## src/rtl/irq_pair_concentrator.sv

```systemverilog
module irq_pair_concentrator #(
  parameter int          WORD_W   = 32,
  parameter int          ADDR_W   = 3,
  parameter logic [63:0] RSV_BITS = 64'hE0F8_0008_E000_0000
) (
  input  logic                clk,
  input  logic                rst_n,
  input  logic [2*WORD_W-1:0] src_lvl,
  input  logic                reg_wr,
  input  logic [ADDR_W-1:0]   reg_addr,
  input  logic [WORD_W-1:0]   reg_wdata,
  output logic [WORD_W-1:0]   reg_rdata,
  output logic                cpu_irq
);
  localparam int NSRC = 2 * WORD_W;
  localparam logic [ADDR_W-1:0] A_CAUSE_LO = ADDR_W'(0);
  localparam logic [ADDR_W-1:0] A_CAUSE_HI = ADDR_W'(1);
  localparam logic [ADDR_W-1:0] A_MASK_LO  = ADDR_W'(2);
  localparam logic [ADDR_W-1:0] A_MASK_HI  = ADDR_W'(3);
  localparam logic [ADDR_W-1:0] A_SELECT   = ADDR_W'(4);

  logic [NSRC-1:0]   cause, mask, pend;
  logic [WORD_W-1:0] sel_word;
  logic              pend_lo, pend_hi;

  always_ff @(posedge clk) begin
    if (!rst_n) cause <= '0;
    else        cause <= src_lvl & ~RSV_BITS[NSRC-1:0];
  end

  always_ff @(posedge clk) begin
    if (!rst_n) begin
      mask <= '0;
    end else if (reg_wr) begin
      if (reg_addr == A_MASK_LO) mask[WORD_W-1:0]      <= reg_wdata;
      if (reg_addr == A_MASK_HI) mask[NSRC-1:WORD_W]   <= reg_wdata;
    end
  end

  assign pend    = cause & mask;
  assign pend_lo = |pend[WORD_W-1:0];
  assign pend_hi = |pend[NSRC-1:WORD_W];

  always_ff @(posedge clk) begin
    if (!rst_n) cpu_irq <= 1'b0;
    else        cpu_irq <= pend_lo | pend_hi;
  end

  always_comb begin
    sel_word = cause[WORD_W-1:0];
    if (pend_hi && !pend_lo) begin
      sel_word = cause[NSRC-1:WORD_W];
      sel_word[WORD_W-2] = 1'b1;
    end else if (pend_hi && pend_lo) begin
      sel_word[WORD_W-1] = 1'b1;
    end
  end

  always_comb begin
    case (reg_addr)
      A_CAUSE_LO: reg_rdata = cause[WORD_W-1:0];
      A_CAUSE_HI: reg_rdata = cause[NSRC-1:WORD_W];
      A_MASK_LO:  reg_rdata = mask[WORD_W-1:0];
      A_MASK_HI:  reg_rdata = mask[NSRC-1:WORD_W];
      A_SELECT:   reg_rdata = sel_word;
      default:    reg_rdata = '0;
    endcase
  end

  assert_irq_on_R6: assert property (@(posedge clk) disable iff (!rst_n)
    (|(cause & mask)) |=> cpu_irq);
  assert_irq_off_R6: assert property (@(posedge clk) disable iff (!rst_n)
    !(|(cause & mask)) |=> !cpu_irq);
  assert_mask_lo_hold_R5: assert property (@(posedge clk) disable iff (!rst_n)
    !(reg_wr && reg_addr == A_MASK_LO) |=> $stable(mask[WORD_W-1:0]));
  assert_mask_hi_hold_R4: assert property (@(posedge clk) disable iff (!rst_n)
    !(reg_wr && reg_addr == A_MASK_HI) |=> $stable(mask[NSRC-1:WORD_W]));
  assert_reserved_zero_R2: assert property (@(posedge clk) disable iff (!rst_n)
    (cause & RSV_BITS[NSRC-1:0]) == '0);
  assert_flags_excl_R8: assert property (@(posedge clk) disable iff (!rst_n)
    $countones(sel_word[WORD_W-1:WORD_W-2]) <= 1);
  assert_high_only_R8: assert property (@(posedge clk) disable iff (!rst_n)
    (pend_hi && !pend_lo) |-> sel_word[WORD_W-2] && !sel_word[WORD_W-1]);
  assert_both_R9: assert property (@(posedge clk) disable iff (!rst_n)
    (pend_hi && pend_lo) |-> sel_word[WORD_W-1] && !sel_word[WORD_W-2]);
endmodule

```

## config.mk

```make
export PLATFORM = sky130hd
export DESIGN_NAME = irq_pair_concentrator
export DESIGN_NICKNAME = d
export VERILOG_FILES = /design/src/rtl/irq_pair_concentrator.sv
export SDC_FILE = /design/constraint.sdc
export NUM_CORES = 1
export LEC_CHECK = 0
export BUFFER_PORTS_ARGS = -buffer_cell sky130_fd_sc_hd__buf_4
export CAP_MARGIN = 20
export CELL_PAD_IN_SITES_DETAIL_PLACEMENT = 1
export CELL_PAD_IN_SITES_GLOBAL_PLACEMENT = 2
export CORE_ASPECT_RATIO = 1.4
export CORE_UTILIZATION = 28
export CTS_CLUSTER_SIZE = 40
export DETAILED_ROUTE_END_ITERATION = 8
export MAX_ROUTING_LAYER = met4
export PLACE_DENSITY = 0.74
export SYNTH_ARGS = -nofsm -noshare
export SYNTH_HDL_FRONTEND = slang
export SYNTH_SLANG_ARGS = --single-unit
```

## constraint.sdc

```tcl
create_clock -name clk -period 1.9 [get_ports clk]
set_input_delay 0.38 -clock clk [delete_from_list [all_inputs] [get_ports clk]]
set_output_delay 0.38 -clock clk [all_outputs]
set_load 0.02 [all_outputs]
```

## Word level (Yosys, flattened, before mapping)

Index checks and enable logic that the tools add are counted.

| word-level totals | value |
|---|---|
| latch bits | 0 |
| memories | 0 |
| bits in writable memories | 0 |
| input bits | 102 |
| bits in read-only memories | 0 |
| register bits after elaboration | 129 |
| output and inout bits | 33 |

| cells by class | value |
|---|---|
| $add $sub $neg | 0 |
| divide/modulo/power cells | 0 |
| equal/unequal tests | 4 |
| bitwise operators | 2 |
| multiplexer cells | 4 |
| reduce and logical (&&, ||, !) cells | 8 |
| magnitude comparators | 0 |
| shift operators | 0 |
| $mul | 0 |

Operators with widths:

| cell | count |
|---|---|
| $pmux 32 s5 | 1 |
| $and 64x64->64 | 1 |
| $reduce_or 32->1 | 2 |
| $mux 31 | 1 |
| $eq 3x2->1 const B | 2 |
| $reduce_and 2->1 | 2 |
| $eq 3x1->1 const B | 1 |
| $eq 3x3->1 const B | 1 |
| $logic_not 3->1 | 1 |
| $logic_and 1x1->1 | 2 |
| $mux 1 | 2 |
| $logic_not 1->1 | 1 |
| $or 1x1->1 | 1 |

## Longest topological paths before layout

Gate-level depths: netlist (run 1).

| depth | value |
|---|---|
| depth in word-level cells | 6 |
| depth in mapped cells | 8 |
| gate-level depth less buffers | 5 |

## Worst setup path before layout (run 1)

Ideal clock, no wire load.

| timing path | value |
|---|---|
| path type | register to output |
| start point | register cause[2] |
| end point | output port reg_rdata[12] |
| slack | -0.193 ns |
| buffers on the path | 1 |
| stages on the path, launching flop included | 7 |
| data required time | 1.520 ns |
| data arrival time | 1.713 ns |
| cells stage by stage | dfxtp_1 a22o_1 a221oi_2 nand4_1 buf_2 or4_1 nand3_1 |

| on the way | value |
|---|---|
| longest elaborated chain between the ends | 6 |

Ends and longest elaborated chain:

| what | RTL line | RTL |
|---|---|---|
| start: declaration | 22 | `logic [NSRC-1:0] cause, mask, pend;` |
| start signal: assignment | 28 | `else cause <= src_lvl & ~RSV_BITS[NSRC-1:0];` |
| $and 64x64->64 | 40 | `assign pend = cause & mask;` |
| $reduce_or 32->1 | 41 | `assign pend_lo = \|pend[WORD_W-1:0];` |
| $logic_not 1->1 | 51 | `if (pend_hi && !pend_lo) begin` |
| $logic_and 1x1->1 | 51 |  |
| $mux 31 | 51 |  |
| $pmux 32 s5 | 60 | `case (reg_addr)` |
| end: declaration | 12 | `output logic [WORD_W-1:0] reg_rdata,` |

No other way between the ends.

## Worst setup path after layout (run 1)

| timing path | value |
|---|---|
| start point | register mask[0] |
| end point | output port reg_rdata[24] |

| on the way | value |
|---|---|
| longest elaborated chain between the ends | 6 |

Ends and longest elaborated chain:

| what | RTL line | RTL |
|---|---|---|
| start: declaration | 22 |  |
| start signal: indexed assignment | 35 | `if (reg_addr == A_MASK_LO) mask[WORD_W-1:0] <= reg_wdata;` |
| start signal: indexed assignment | 36 | `if (reg_addr == A_MASK_HI) mask[NSRC-1:WORD_W] <= reg_wdata;` |
| $and 64x64->64 | 40 |  |
| $reduce_or 32->1 | 41 |  |
| $logic_not 1->1 | 51 |  |
| $logic_and 1x1->1 | 51 |  |
| $mux 31 | 51 |  |
| $pmux 32 s5 | 60 |  |

No other way between the ends.

==> impl.org, run 1 <==
** Placed design
- HPWL reported at the end of detailed placement :: 17300 um
- The congestion estimate from routability-driven global placement came to 0.8933.
- During placement, the flow inserted port buffers numbering 122.
- In this run, placement finished with an instance count of roughly 1100.

** Critical path
- Cell Chain, Critical Path :: a22o_1 -> a221oi_4 -> nand4_1 -> buf_6 -> buf_12 -> or4_1 -> nand3_2 -> buf_4
- In this design, the stage delay of the slowest critical-path cell is 0.49 ns.
- Kind of critical path :: reg2out
- Data on the critical path is required at its endpoint by 1.52 ns.
- Critical path startpoint category :: register
- The number of buffers and inverters on the critical path is 3.
- Along the worst path, the maximum fanout reaches 9.
- Cell family with most CP delay :: simple AND/OR/NAND/NOR gates
- Nature of the critical path endpoint :: output port
- Slowest-stage cell, CP :: or4_1
- Critical path arrival :: around 2.6 ns

** Synthesis
- Top cells by area in the synthesized netlist :: dfxtp_1 44%, nand2_1 11%, a21boi_0 8.5%
- Among all flip-flop cells after synthesis, the most frequent one is dfxtp_1.
- Post-synthesis area per instance :: 8.583 um^2
- Among all cell types in the netlist, the one instantiated most often is nand2_1.
- Synthesis produced a netlist whose cell count is around 630.
- Top-area cell type share of the netlist area :: 43.60%
- Library cell with the largest summed area after synthesis :: dfxtp_1
- Counting flops with a built-in enable in the synthesized netlist gives 0.
- In this run the cell area of the synthesized design comes to 5373 um^2.
- Synth warn :: 0
- Share of synthesized registers carrying an async set or reset :: 0%
- Total of flip-flops plus latches after synthesis :: 117
- Portion of the post-synthesis area used by sequential elements :: 43.60%
- By count the netlist is led by 159 x nand2_1, 117 x dfxtp_1, 61 x a21boi_0.
- Synthesis produced a netlist with a net count of ~730.
- Number of distinct library cell variants in the gate-level netlist after synthesis :: 30

** GRT
- Highest-utilization routing layer at the global route stage :: met2
- Overall fraction of global-route tracks in use :: between 20% and 30%
- M3 GR Usage :: 3.640%
- For this run the aggregate overflow at the end of global routing stands at 0.
- Antenna violations before repair :: 0
- Pin count of the biggest net entering global routing :: 50
- Global routing used 28.79% of the available met1 tracks.
- The first global-routing pass estimated 37830 um of wire.
- In the global route stage, met2 resource usage came out at 44.99%.
- Number of global-route vias before repair :: 6406

** Detailed routing
- Detail Route Antenna Nets :: 0
- Detailed-router iteration count before antenna repair :: 5
- After detailed routing, the average wire length per cell comes to 22.26 um.
- Dividing the detail-routed via count by the number of cells gives around 5.3.
- The routed layout has a little under 6000 vias.
- For this block, the routed nets add up to around 25000 um of wire.
- DRC violation count after routing :: 0
- Initial drt markers :: 397

** Timing
- On the final layout, the worst clock skew is 0.008361 ns.
- Final Max Tran Viols :: 0
- Setup violations remaining at the end of the flow were counted as 31.
- Setup repair after global routing missed its margin :: true
- Period Utilization, post-route :: 154.3%
- At the pin with the least slew margin, the transition time is approximately 0.59 ns.
- Slack of the critical path :: -1.033 ns
- The number of failing hold endpoints at the final stage came to 0.
- Min Tclk post-route :: 2.933 ns
- Timing would allow up to 341.0 MHz.
- In this run the tightest slew margin relative to its limit is 60.91%.

** Clock network
- After clock tree synthesis, the clock-pin slew on the worst setup and hold paths is 0.06 ns.
- Count of hold-fix buffers inserted at cts :: 0
- The longest clock path from root to sink contains 2 buffers.
- Master cell of the clock root buffer :: clkbuf_16
- At the later pin of the worst-skew pair, clock insertion delay measures roughly 0.42 ns.
- The H-tree was split into 4 levels.
- CTS tree :: yes
- Clock tree synthesis inserted a total of 17 buffers.
- Clock sink total :: 117

** Power
- The analysis attributes to net switching a power of 1.766 mW.
- Clock Power Share :: 46.6%
- Cell Int Power :: 5.241 mW
- Max rail drop VDD :: 640.9 uV
- LEAKAGE :: 3.696 nW
- In this run switching power makes up 25.20% of total power.
- Share of power burned in registers :: 37.5%
- Power density of the placed cells :: about 790 nW/um^2
- Fraction of power consumed by combinational cells :: 15.9%

** Final layout
- Fraction of final layout cells with drive strength greater than 1 :: 43.22%
- Layout net count :: 954
- Ant diodes :: 0
- End-of-flow core utilization :: a little under half
- After the flow finishes, the layout carries non-filler instances totaling between 1000 and 1500.
- Area Growth Syn to Fin :: 64.58%

** Floorplan
- Die outline area :: 19750 um^2
- Die height :: around 170 um
- Once the floorplan was initialized, standard cells occupied 28.77% of the core.
- During I/O placement, the number of pins put on the boundary was 135.
- Die span in x :: 119.1 um
- Row Count :: a little under 60
- Placeable core area :: 18680 um^2

** Job
- The tool flagged a number of max-cap violations equal to 0.

** Hold path
- Class of the most critical hold timing path :: in2reg

** Outcome
- Status :: finished, violations left
- Failing checks :: negative setup slack
==> per-layer routing <==
layer / vias up / routed length [um]
met2: 226 / 12550
met5: - / 0
met3: 69 / 1045
li1: 2725 / -
met1: 2872 / 9738
met4: 0 / 1311
==> final timing paths <==
| check | slack (ns) | cells after the start | from | to |
|---|---|---|---|---|
| worst min register to register | 0.47 | 2 | mask[63]$_SDFFE_PN0P_ | mask[63]$_SDFFE_PN0P_ |
| worst max register to register | 0.09 | 8 | mask[48]$_SDFFE_PN0P_ | cpu_irq$_SDFF_PN0_ |
| worst max-delay path | -1.03 | 8 | mask[0]$_SDFFE_PN0P_ | reg_rdata[24] |
| worst min-delay path | 0.16 | 2 | src_lvl[0] | cause[0]$_SDFF_PN0_ |
==> through the flow <==
stage / hold slack (ns) / total power, mW / setup WS, ns / cell area [um^2] / setup TNS (ns)
CTS: 0.1506 / 7.028 / -1.019 / 8742 / -30.34
floorplan: 0.4432 / 3.015 / -0.1589 / 5497 / -4.136
finish: 0.1618 / 7.006 / -1.033 / 8842 / -30.46
detailed placement: 0.4609 / 3.602 / -0.7923 / 7674 / -21.23
global placement: 0.4506 / 3.584 / -0.6656 / 7674 / -19.17
global route: 0.1561 / 7.214 / -1.108 / 8842 / -32.81
==> cell usage in the layout, fill, tap and decap left out, types with 3 or more instances in the layout <==
cell type	n
o21ai_2	4
buf_12	14
buf_16	3
a221oi_2	5
clkinv_2	5
buf_4	216
a21boi_1	4
and2_1	54
dfxtp_1	111
buf_6	30
clkbuf_8	3
or4_1	4
nand3_2	12
nand2_1	159
o311ai_2	11
a221oi_1	23
nand3_4	12
o21ai_1	4
o311ai_1	11
dfxtp_2	5
clkbuf_16	17
nand4_1	4
or4_4	19
a22o_1	31
bufinv_16	3
a22oi_1	17
a21boi_0	61
==> flip-flops by register name, indices dropped and copies added, names as in the netlist <==
signal / flops
mask: 64
cause: 52
cpu_irq: 1
==> what timing repair did <==
item,CTS,global route
pin swaps,11,6
gates resized for setup,81,22
endpoints found under the setup margin,32,31
cloned,4,0
buffers inserted,5,0
==> cells by family (layout without fill, tap and decap cells) <==
kind of cell           after synthesis  in the layout  share of synthesized area [%]
AO/OA/AOI/OAI                      177            177                          27.11
buffers and inverters               59            296                          4.588
flip-flops                         117            117                          43.60
AND/OR/NAND/NOR                    273            273                          24.71
==> power groups by stage <==
| stage | combinational, mW | sequential [mW] | clock [mW] |
|---|---|---|---|
| after floorplan | 0.362 | 2.65 | 0 |
| after global placement | 0.905 | 2.68 | 0 |
| after detailed placement | 0.925 | 2.68 | 0 |
| after CTS | 1.09 | 2.63 | 3.31 |
| after global routing | 1.17 | 2.63 | 3.41 |
| final | 1.11 | 2.63 | 3.26 |
==> final cells by class <==
class	count	area, um^2
Clock buffer	20	466.7
Clock inverter	10	130.1
Fill cell	2115	9834
Inverter	1	3.754
Multi-Input combinational cell	450	3214
Sequential cell	117	2352
Tap cell	244	305.3
Timing Repair Buffer	265	2370
Power figures use the tool's default switching activity.
==> run 2: changes to the inputs <==
- SETUP_SLACK_MARGIN: unset -> 0.2
==> run 2 against run 1 <==
Net effect: the run still ends with negative setup slack left; clock skew is 0.0024 ns lower; via count up 0.27%; non-clock buffer count grew 3; die area unchanged; cell area is 1.2% higher; global-route usage shrank 0.58 points; sequential cell count unchanged; register-to-register slack improved by 0.10 ns; critical endpoint is now reg_rdata[5]; largest cell class unchanged; highest routed layer unchanged.
==> impl.org, run 2 (synthesized netlist as in run 1, its figures left out) <==
** Floorplan
- The initial cell density of the core is 28.77% (unchanged).
- Placeable core area :: 18680 um^2 (unchanged)
- Die span in x :: 119.1 um (unchanged)
- Die outline area :: 19750 um^2 (unchanged)
- The standard-cell row count was 59 (unchanged).
- Number of I/O pins :: 135 (unchanged)
- The die extent in y was 165.9 um (unchanged).

** Hold path
- Start point of the worst min-delay path :: src_lvl[22]
- Hold depth :: 2 (unchanged)
- The path with the worst hold slack has its endpoint at cause[22]$_SDFF_PN0_.
- Class of the most critical hold timing path :: in2reg

** Critical path
- The worst setup path is captured at an output port.
- The endpoint identified for the worst register-to-register timing path is cpu_irq$_SDFF_PN0_.
- The cell depth of the worst flop-to-flop path is 7 (-1).
- The signal on the critical path passes through a22o_4 -> a221oi_4 -> nand4_1 -> buf_6 -> buf_12 -> or4_4 -> nand3_2 -> buf_6.
- In this run the critical register-to-register path is launched from cause[15]$_SDFF_PN0_.
- Kind of critical path :: reg2out
- The worst setup path is launched from a register.
- Critical path arrival :: 2.54 ns (about the same)
- The worst setup slack for register-to-register paths was 0.19 ns (+0.10 ns).
- Crit-path max FO :: 12 (+3)
- The number of buffer and inverter instances along the worst setup path is 3 (unchanged).
- The largest individual stage delay along the critical path comes from the cell or4_4.
- By instance count, the cell type seen most on the critical path is buf_6.
- CP Data Required Time :: 1.52 ns (about the same)
- The largest incremental delay on the critical path was 0.52 ns (+0.03 ns).
- Cell family with most CP delay :: simple AND/OR/NAND/NOR gates

** Timing
- Final Max Tran Viols :: 0 (unchanged)
- Setup repair after global routing missed its margin :: true
- The final worst-path cycle share is 153.7% (-0.60 points).
- Maximum clock skew at final layout :: 0.005972 ns (-0.002389 ns)
- The final worst-path setup slack was -1.021 ns (+0.01131 ns).
- The highest clock frequency the design can meet came to 342.3 MHz (+0.39%).
- The relative max-transition margin is 61.42% (+0.51 points).
- The total setup violations reported at the end of the flow came to 31 (unchanged).
- The transition time at the pin with the least slew margin is 0.5756 ns (-0.01080 ns).
- The final critical delay including setup and external delays was 2.921 ns (-0.01131 ns).
- Final hold violations :: 0 (unchanged)
- The aggregate negative setup slack came to -29.71 ns (+0.7530 ns).

** GRT
- Number of global-route vias before repair :: 6449 (+0.67%)
- The overall fraction of global-route tracks in use came to 25.83% (-0.58 points).
- First-pass GRT wire length :: 37350 um (-1.3%)
- The global-route congestion overflow total is 0 (unchanged).
- The initial antenna violation count came to 0 (unchanged).
- Global routing usage on met1 :: 27.63% (-1.2 points)
- In this run the most used layer during global routing was met2.
- Pin count of the biggest net entering global routing :: 64 (+28%)
- M3 GR Usage :: 3.743% (+0.10 points)
- The met2 capacity usage during global routing came to 45.55% (+0.56 points).

** Detailed routing
- The count of unresolved DRC violations after routing came to 0 (unchanged).
- The violation count after the first detailed-route iteration is 314 (-21%).
- Detail Route Antenna Nets :: 0 (unchanged)
- Routed length per instance :: 21.96 um (-1.3%)
- The total wirelength of the detailed-routed design is 24400 um (-0.99%).
- The mean number of vias per cell was 5.318 (about the same).
- Total via count after detailed routing :: 5908 (+0.27%)
- Detailed-router iteration count before antenna repair :: 5 (unchanged)

** Final layout
- The register with the most flip-flops in the final layout is mask.
- The proportion of layout cells with a drive suffix above 1 is 44.41% (+1.2 points).
- The finished layout cell area is 8947 um^2 (+1.2%).
- The top cell types in the final layout, fill and taps aside, are 209 x buf_4, 159 x nand2_1, 113 x dfxtp_1.
- Area Growth Syn to Fin :: 66.53%
- The flip-flop count of the largest register, all copies and words added was 64 (unchanged).
- Layout net count :: 957 (+0.31%)
- Filler Cell Count :: 2077 (-1.8%)
- The number of standard cells in the final layout excluding fillers was 1111 (+0.36%).
- Leaving out fill and tap cells, the most frequent cell in the layout is buf_4.
- Biggest registers after layout :: mask x64, cause x52, cpu_irq x1
- Ant diodes :: 0 (unchanged)

** Clock network
- The deepest level of the CTS H-tree came to 4 (unchanged).
- Clock latency on the worst-skew pair :: 0.42 ns (about the same)
- Clock buffer count from CTS :: 17 (unchanged)
- Clock-pin transition on the worst setup and hold timing paths :: 0.05 ns (about the same)
- The number of hold-repair buffers added at the cts stage was 0 (unchanged).
- Clk buf depth :: 2 (unchanged)
- Clock sink total :: 117 (unchanged)
- CTS tree :: yes
- Master cell of the clock root buffer :: clkbuf_16

** Placed design
- Area after DPL :: 7615 um^2 (-0.77%)
- The half-perimeter wire length after detailed placement came to 17080 um (-1.2%).
- The total placed cells including tap cells is 1070 (+0.19%).
- Post-placement worst setup slack :: -0.6811 ns (+0.1113 ns)
- The routability-driven placement congestion ratio is 0.8611 (-3.6%).
- The number of input and output port buffers inserted came to 122 (unchanged).

** Power
- The power density over the cells came to 765.7 nW/um^2 (-3.4%).
- Power Total :: 6.851 mW (-2.2%)
- Max rail drop VDD :: 604.1 uV (-5.7%)
- The leakage dissipation came to 3.696 nW (about the same).

** Job
- Max-capacitance violation count :: 0 (unchanged)

** Outcome
- The flow ran to the end, but the final reports show violations.
- The final reports fail on negative setup slack.
==> run 2: cell types whose count changed in the layout (fill, tap and decap cells not counted), moves of 4 or more <==
cell	delta
buf_4	-7
o311ai_4	+5
o311ai_1	-4
buf_6	+15
buf_12	-5
==> run 2: layer usage <==
metal,vias to the layer above,part of all wire [%]
met2,206,52
met3,61,4.1
li1,2735,-
met5,-,0
met1,2906,39
met4,0,4.8
==> run 2: worst max-delay path by stage <==
stage / start / to / slack, ns / depth (start not counted)
6_report: cause[15]$_SDFF_PN0_ / reg_rdata[5] / -1.02 / 8
3_5_place_dp: cause[15]$_SDFF_PN0_ / reg_rdata[3] / -0.68 / 7
5_1_grt: cause[0]$_SDFF_PN0_ / reg_rdata[16] / -1.08 / 7
3_3_place_gp: reg_addr[1] / reg_rdata[1] / -0.79 / 7
2_1_floorplan: cause[15]$_SDFF_PN0_ / reg_rdata[12] / -0.16 / 6
4_1_cts: mask[15]$_SDFFE_PN0P_ / reg_rdata[24] / -0.99 / 8
==> run 2: final cells by class <==
| class | instances | area, um^2 | share of cell area, % |
|---|---|---|---|
| multi-input cells | 450 | 3339 | 37.32 |
| repair buffers | 268 | 2381 | 26.61 |
| flip-flops and latches | 117 | 2347 | 26.23 |
| clock buffers | 22 | 464.2 | 5.188 |
| well taps | 244 | 305.3 | 3.412 |
| clock inverters | 9 | 103.9 | 1.161 |
| inverters | 1 | 6.256 | 0.06992 |
==> run 2: where the power goes <==
group	internal (mW)	leakage, nW	switching [mW]
sequential	2.55	0.961	0.0809
combinational	0.533	2.46	0.567
clock	1.98	0.276	1.14
total	5.06	3.70	1.79
==> run 2: repair_timing <==
item                                   in CTS  in global routing
setup endpoints to repair                  33                 35
resized for setup                         134                  3
endpoints found under the hold margin       0                  0
setup buffers                               6                  0
pin swaps                                  21                  4
gates cloned                                2                  2
==> run 2: through the flow <==
| step | hold slack [ns] | util [%] |
|---|---|---|
| after floorplan | 0.4432 | - |
| after global placement | 0.4524 | 40.71 |
| after detailed placement | 0.4633 | 40.77 |
| after CTS | 0.1532 | 47.57 |
| after global routing | 0.1629 | 47.91 |
| final | 0.1660 | 47.91 |
